`src/rtl/gpio_edge_pkg.sv`:
```
// Package: register map shared by the port and its checker.
// Assumes the address bus is at least three bits wide.
package gpio_edge_pkg;
    localparam int REG_DIR   = 0;  // direction, 1 = drive
    localparam int REG_DATA  = 1;  // output data / pull-up select
    localparam int REG_POL   = 2;  // edge polarity, 1 = falling
    localparam int REG_FLAG  = 3;  // sticky edge flags
    localparam int REG_EN    = 4;  // interrupt enables
    localparam int REG_LEVEL = 5;  // synchronized pin levels, read-only
endpackage

```
`src/rtl/gpio_edge_sync.sv`:
```
// Module: synchronizes the asynchronous pin levels and finds the qualifying
// edges on them. Assumes that reset holds all stages at 0, so a pin that is
// high when reset is released reports one rising transition.
module gpio_edge_sync #(
    parameter int NUM_PINS    = 8,
    parameter int SYNC_STAGES = 2
) (
    input  logic                clk,
    input  logic                rst_n,
    input  logic [NUM_PINS-1:0] pin_async,
    input  logic [NUM_PINS-1:0] pol_fall,
    output logic [NUM_PINS-1:0] level,
    output logic [NUM_PINS-1:0] edge_hit
);
    logic [NUM_PINS-1:0] stage_q [SYNC_STAGES];
    logic [NUM_PINS-1:0] prev_q;

    // First synchronizer flop captures the raw pad level.
    always_ff @(posedge clk) begin
        if (!rst_n) stage_q[0] <= '0;
        else        stage_q[0] <= pin_async;
    end

    generate
        for (genvar s = 1; s < SYNC_STAGES; s++) begin : g_stage
            // Further flops shift the level along the chain.
            always_ff @(posedge clk) begin
                if (!rst_n) stage_q[s] <= '0;
                else        stage_q[s] <= stage_q[s-1];
            end
        end
    endgenerate

    // Keep the previous synchronized sample for comparison.
    always_ff @(posedge clk) begin
        if (!rst_n) prev_q <= '0;
        else        prev_q <= stage_q[SYNC_STAGES-1];
    end

    assign level = stage_q[SYNC_STAGES-1];

    // Select rising or falling transitions per pin.
    always_comb begin
        edge_hit = (pol_fall & prev_q & ~level) | (~pol_fall & ~prev_q & level);
    end
endmodule

```
`src/rtl/gpio_pad_mux.sv`:
```
// Module: builds the pad controls per pin. GPIO mode uses the direction and
// data bits. Override mode hands the pad to the peripheral, with the
// pull-up off. Assumes the override inputs are already synchronous.
module gpio_pad_mux #(
    parameter int NUM_PINS = 8
) (
    input  logic [NUM_PINS-1:0] dir,
    input  logic [NUM_PINS-1:0] data,
    input  logic [NUM_PINS-1:0] alt_sel,
    input  logic [NUM_PINS-1:0] alt_out,
    input  logic [NUM_PINS-1:0] alt_oe,
    output logic [NUM_PINS-1:0] pad_out,
    output logic [NUM_PINS-1:0] pad_oe,
    output logic [NUM_PINS-1:0] pad_pu
);
    generate
        for (genvar i = 0; i < NUM_PINS; i++) begin : g_pin
            // Choose the pad controls for one pin.
            always_comb begin
                if (alt_sel[i]) begin
                    pad_out[i] = alt_out[i];
                    pad_oe[i]  = alt_oe[i];
                    pad_pu[i]  = 1'b0;
                end else begin
                    pad_out[i] = data[i];
                    pad_oe[i]  = dir[i];
                    pad_pu[i]  = ~dir[i] & data[i];
                end
            end
        end
    endgenerate
endmodule

```
`src/rtl/gpio_edge_port.sv`:
```
// Module: top of the GPIO port. It holds the register file, decodes bus
// accesses, keeps the sticky edge flags and forms the interrupt request.
// Assumes single-cycle writes and combinational reads.
module gpio_edge_port
    import gpio_edge_pkg::*;
#(
    parameter int NUM_PINS    = 8,
    parameter int ADDR_W      = 3,
    parameter int SYNC_STAGES = 2
) (
    input  logic                clk,
    input  logic                rst_n,
    input  logic [ADDR_W-1:0]   bus_addr,
    input  logic                bus_wr_en,
    input  logic [NUM_PINS-1:0] bus_wdata,
    output logic [NUM_PINS-1:0] bus_rdata,
    input  logic [NUM_PINS-1:0] pin_in,
    input  logic [NUM_PINS-1:0] alt_sel,
    input  logic [NUM_PINS-1:0] alt_out,
    input  logic [NUM_PINS-1:0] alt_oe,
    output logic [NUM_PINS-1:0] pin_out,
    output logic [NUM_PINS-1:0] pin_oe,
    output logic [NUM_PINS-1:0] pin_pu,
    output logic                irq
);
    logic [NUM_PINS-1:0] dir_q, data_q, pol_q, flag_q, en_q;
    logic [NUM_PINS-1:0] level, edge_hit;
    logic wr_dir, wr_data, wr_pol, wr_flag, wr_en;

    // Decode which register a bus write targets.
    always_comb begin
        wr_dir  = bus_wr_en && (bus_addr == ADDR_W'(REG_DIR));
        wr_data = bus_wr_en && (bus_addr == ADDR_W'(REG_DATA));
        wr_pol  = bus_wr_en && (bus_addr == ADDR_W'(REG_POL));
        wr_flag = bus_wr_en && (bus_addr == ADDR_W'(REG_FLAG));
        wr_en   = bus_wr_en && (bus_addr == ADDR_W'(REG_EN));
    end

    // Configuration registers: direction, data, polarity, enables.
    always_ff @(posedge clk) begin
        if (!rst_n) begin
            dir_q  <= '0;
            data_q <= '1;
            pol_q  <= '0;
            en_q   <= '0;
        end else begin
            if (wr_dir)  dir_q  <= bus_wdata;
            if (wr_data) data_q <= bus_wdata;
            if (wr_pol)  pol_q  <= bus_wdata;
            if (wr_en)   en_q   <= bus_wdata;
        end
    end

    // Sticky flags: a detected edge wins over a same-cycle write.
    always_ff @(posedge clk) begin
        if (!rst_n) flag_q <= '0;
        else        flag_q <= (wr_flag ? bus_wdata : flag_q) | edge_hit;
    end

    // Return the addressed register, with 0 for unmapped addresses.
    always_comb begin
        unique case (int'(bus_addr))
            REG_DIR:   bus_rdata = dir_q;
            REG_DATA:  bus_rdata = data_q;
            REG_POL:   bus_rdata = pol_q;
            REG_FLAG:  bus_rdata = flag_q;
            REG_EN:    bus_rdata = en_q;
            REG_LEVEL: bus_rdata = level;
            default:   bus_rdata = '0;
        endcase
    end

    // Level request from any enabled, pending flag.
    assign irq = |(flag_q & en_q);

    gpio_edge_sync #(
        .NUM_PINS   (NUM_PINS),
        .SYNC_STAGES(SYNC_STAGES)
    ) u_sync (
        .clk      (clk),
        .rst_n    (rst_n),
        .pin_async(pin_in),
        .pol_fall (pol_q),
        .level    (level),
        .edge_hit (edge_hit)
    );

    gpio_pad_mux #(
        .NUM_PINS(NUM_PINS)
    ) u_pad (
        .dir    (dir_q),
        .data   (data_q),
        .alt_sel(alt_sel),
        .alt_out(alt_out),
        .alt_oe (alt_oe),
        .pad_out(pin_out),
        .pad_oe (pin_oe),
        .pad_pu (pin_pu)
    );
endmodule

```
`config.mk`:
```
export PLATFORM = sky130hd
export DESIGN_NAME = gpio_edge_port
export DESIGN_NICKNAME = d
export VERILOG_FILES = /design/src/rtl/gpio_edge_pkg.sv /design/src/rtl/gpio_edge_sync.sv /design/src/rtl/gpio_pad_mux.sv /design/src/rtl/gpio_edge_port.sv
export SDC_FILE = /design/constraint.sdc
export NUM_CORES = 1
export LEC_CHECK = 0
export ABC_AREA = 1
export ABC_CLOCK_PERIOD_IN_PS = 1400
export CAP_MARGIN = 30
export CORE_MARGIN = 4
export CORE_UTILIZATION = 50
export DETAILED_ROUTE_END_ITERATION = 16
export DONT_BUFFER_PORTS = 1
export PLACE_DENSITY = 0.74
export SKIP_CTS_REPAIR_TIMING = 1
export SYNTH_ARGS = -nofsm -noshare
export SYNTH_HDL_FRONTEND = slang
export SYNTH_HIERARCHICAL = 1
export SYNTH_SLANG_ARGS = --single-unit
```
`constraint.sdc`:
```
create_clock -name clk -period 1.4 [get_ports clk]
set_input_delay 0.14 -clock clk [delete_from_list [all_inputs] [get_ports clk]]
set_output_delay 0.14 -clock clk [all_outputs]
set_load 0.01 [all_outputs]
```
==> results_dict.tcl <==
set metrics [dict create \
    status "complete, no violations" \
    root_buffer "clkbuf_8" \
    dp_hpwl_um 5660 \
    final-setup-viol-count 0 \
    clock.fmax_mhz 755 \
    cts_buffer_depth 2 \
    drive_above_1_share 0.103 \
    async_reset_ff_frac 0 \
    drtIter0Drc 235 \
    ant_nets 0 \
    drt_wl_total_um 8290 \
    worstPathMaxFanout 3 \
    nFillCells 605 \
    critPathKind "register to output pin" \
    synth.most_common_cell "nand2_1" \
    placed_cells 580 \
    rsz0062_at_grt "no" \
    fin_crit_ps 1320 \
    skew_ps 8.45 \
    critPathMaxStageDelay_ps 330 \
    rows 28 \
    grtUsageTotal 0.207 \
    die_w_um 88.0 \
    yosysUniqueCellTypes 21 \
    gr-total-overflow 0 \
    p_sw_frac 0.257 \
    worstPathCellList "nand2_1, nand4_1, or2_4" \
    drv_slew 0 \
    dieArea_um2 7740 \
    syn_area_per_cell_um2 6.24 \
    endpoint_kind "output pin" \
    syn_nets 559 \
    pwr-share-seq 0.476 \
    syn_area_um2 3200 \
    netlist_instances 513 \
    post_drt_via_cell_ratio 5.00 \
    synth_top_area_frac 0.400 \
    relSlewSlack 0.698 \
    antenna_found_initial 0 \
    ios 79 \
    cap_violations 0 \
    p_sw_mw 1.06 \
    die_y_um 88.0 \
    clkPwrFrac 0.417 \
    drc 0 \
    ys_top_cells_by_area "dfxtp_1, nand2_1, inv_1" \
    portBuffers 0 \
    hold_path.class "input pin to register" \
    area_growth_syn_to_layout_pct 15.0 \
    slowest_stage "dfxtp_1" \
    ys_seq_area_frac 0.400 \
    final_cells 617 \
    tns_ps 0 \
    grt_pass1_wl_um 12400 \
    dpl_cell_area_um2 3240 \
    grt_pass1_vias 2574 \
    synth_edf_count 0 \
    power.density_nw_per_um2 1120 \
    core_um2 6060 \
    finalNetCount 583 \
    finalHoldViolCount 0 \
    synth-seq-cells 64 \
    crit_required_ps 1260 \
    clock_sinks 64 \
    clock_latency_ps 340 \
    fin_area_um2 3680 \
    worst_pin_slew_ps 451 \
    peakVddDrop_mv 0.706 \
    comb_power_share 0.107 \
    wire_per_inst_um 13.4 \
    cts_buffers 9 \
    gp_congestion 0.960 \
    start_util 0.528 \
    htree_levels 3 \
    critical_path.startpoint_type "register" \
    grt_max_degree 65 \
    crit_arrival_ps 1180 \
    clk_pin_slew_ps 80 \
    synth-warning-count 6 \
    internal-power_mw 3.05 \
    drt_pass1_iterations 5 \
    vias 3082 \
    post-route-period-util 0.946 \
    synth-main-ff-cell "dfxtp_1" \
    antennaDiodeCount 0 \
    synth_top_area_cell "dfxtp_1" \
    power_leakage_nw 2.01 \
    cts_tree "done" \
    yosys-top-cells-count "nand2_1, inv_1, dfxtp_1" \
]
[metrics by stage]
| stage | setup WS [ps] | utilization | power, mW | hold slack, ps |
|---|---|---|---|---|
| 2_1_floorplan | 418 | - | 2.30 | 238 |
| 5_1_grt | 4.84 | 0.607 | 4.30 | 75.2 |
| 4_1_cts | 14.3 | 0.569 | 4.05 | -125 |
| 3_3_place_gp | 223 | 0.534 | 2.33 | 235 |
| 6_report | 75.1 | 0.607 | 4.11 | 32.7 |
| 3_5_place_dp | 227 | 0.534 | 2.35 | 237 |
[path summary, 6_finish.rpt]
path	cells past startpoint	slack, ps	start	end
max	3	80	flag_q[0]$_SDFF_PN0_	irq
min	4	30	bus_wdata[1]	flag_q[1]$_SDFF_PN0_
max reg2reg	3	260	u_sync/stage_q[1][6]$_SDFF_PN0_	u_sync/prev_q[6]$_SDFF_PN0_
min reg2reg	2	410	u_sync/stage_q[0][5]$_SDFF_PN0_	u_sync/stage_q[1][5]$_SDFF_PN0_
[routing by layer]
layer  track usage  vias up  wire length (um)
met5             0        -                 0
met4        0.0628        0                59
met3        0.0508        7               793
met2         0.316      136              3590
met1         0.289     1349              3850
li1              -     1590                 -
[power by group through the flow]
stage | clock, mW | sequential [mW] | combinational (mW)
3_5_place_dp | 0 | 2.00 | 0.348
4_1_cts | 1.75 | 1.96 | 0.350
3_3_place_gp | 0 | 1.99 | 0.339
2_1_floorplan | 0 | 1.98 | 0.325
6_report | 1.71 | 1.96 | 0.439
5_1_grt | 1.83 | 1.97 | 0.500
[cell usage in the layout (no fill, tap or decap), types with 2 or more instances in the layout]
cell           synthesis  routed
nand3_2                3       3
nor2_2                10      10
clkinv_2               0       3
inv_1                 87      87
dfxtp_1               64      63
dlygate4sd3_1          0      20
a21oi_1               14      14
inv_2                 12      12
nand2_1              173     173
clkbuf_8               0       9
nand4_1                3       3
o21ai_0               24      23
buf_4                  3       2
nor2_1                50      50
nand3_1               41      41
nand2_2                9       9
bufinv_16              0       2
o21ai_1                1       2
nor3_1                 8       8
[worst max-delay path, delay by kind of cell (launching register included)]
family	cells	cell delay, ps
simple gates	3	520
flops	1	330
[logic make-up after synthesis]
logic type	synth area share
DFF	0.400
buffers and inverters	0.140
and+or+nand+nor	0.399
AOI/OAI and AO/OA	0.0610
[layout make-up]
cell class | count | area (um^2) | share of cell area
inverter | 100 | 375 | 0.102
sequential | 64 | 1280 | 0.348
tap | 75 | 93.8 | 0.0255
clock buffer | 10 | 128 | 0.0347
timing repair buffer | 23 | 243 | 0.0659
multi-input combinational | 339 | 1480 | 0.401
clock inverter | 6 | 83.8 | 0.0228
[state kept, by name (all words and copies together), names as in the netlist]
register        flops
u_sync/prev_q       8
flag_q              8
pol_q               8
dir_q               8
u_sync/stage_q     16
en_q                8
data_q              8
No activity file was read; power rests on OpenSTA's default activity.
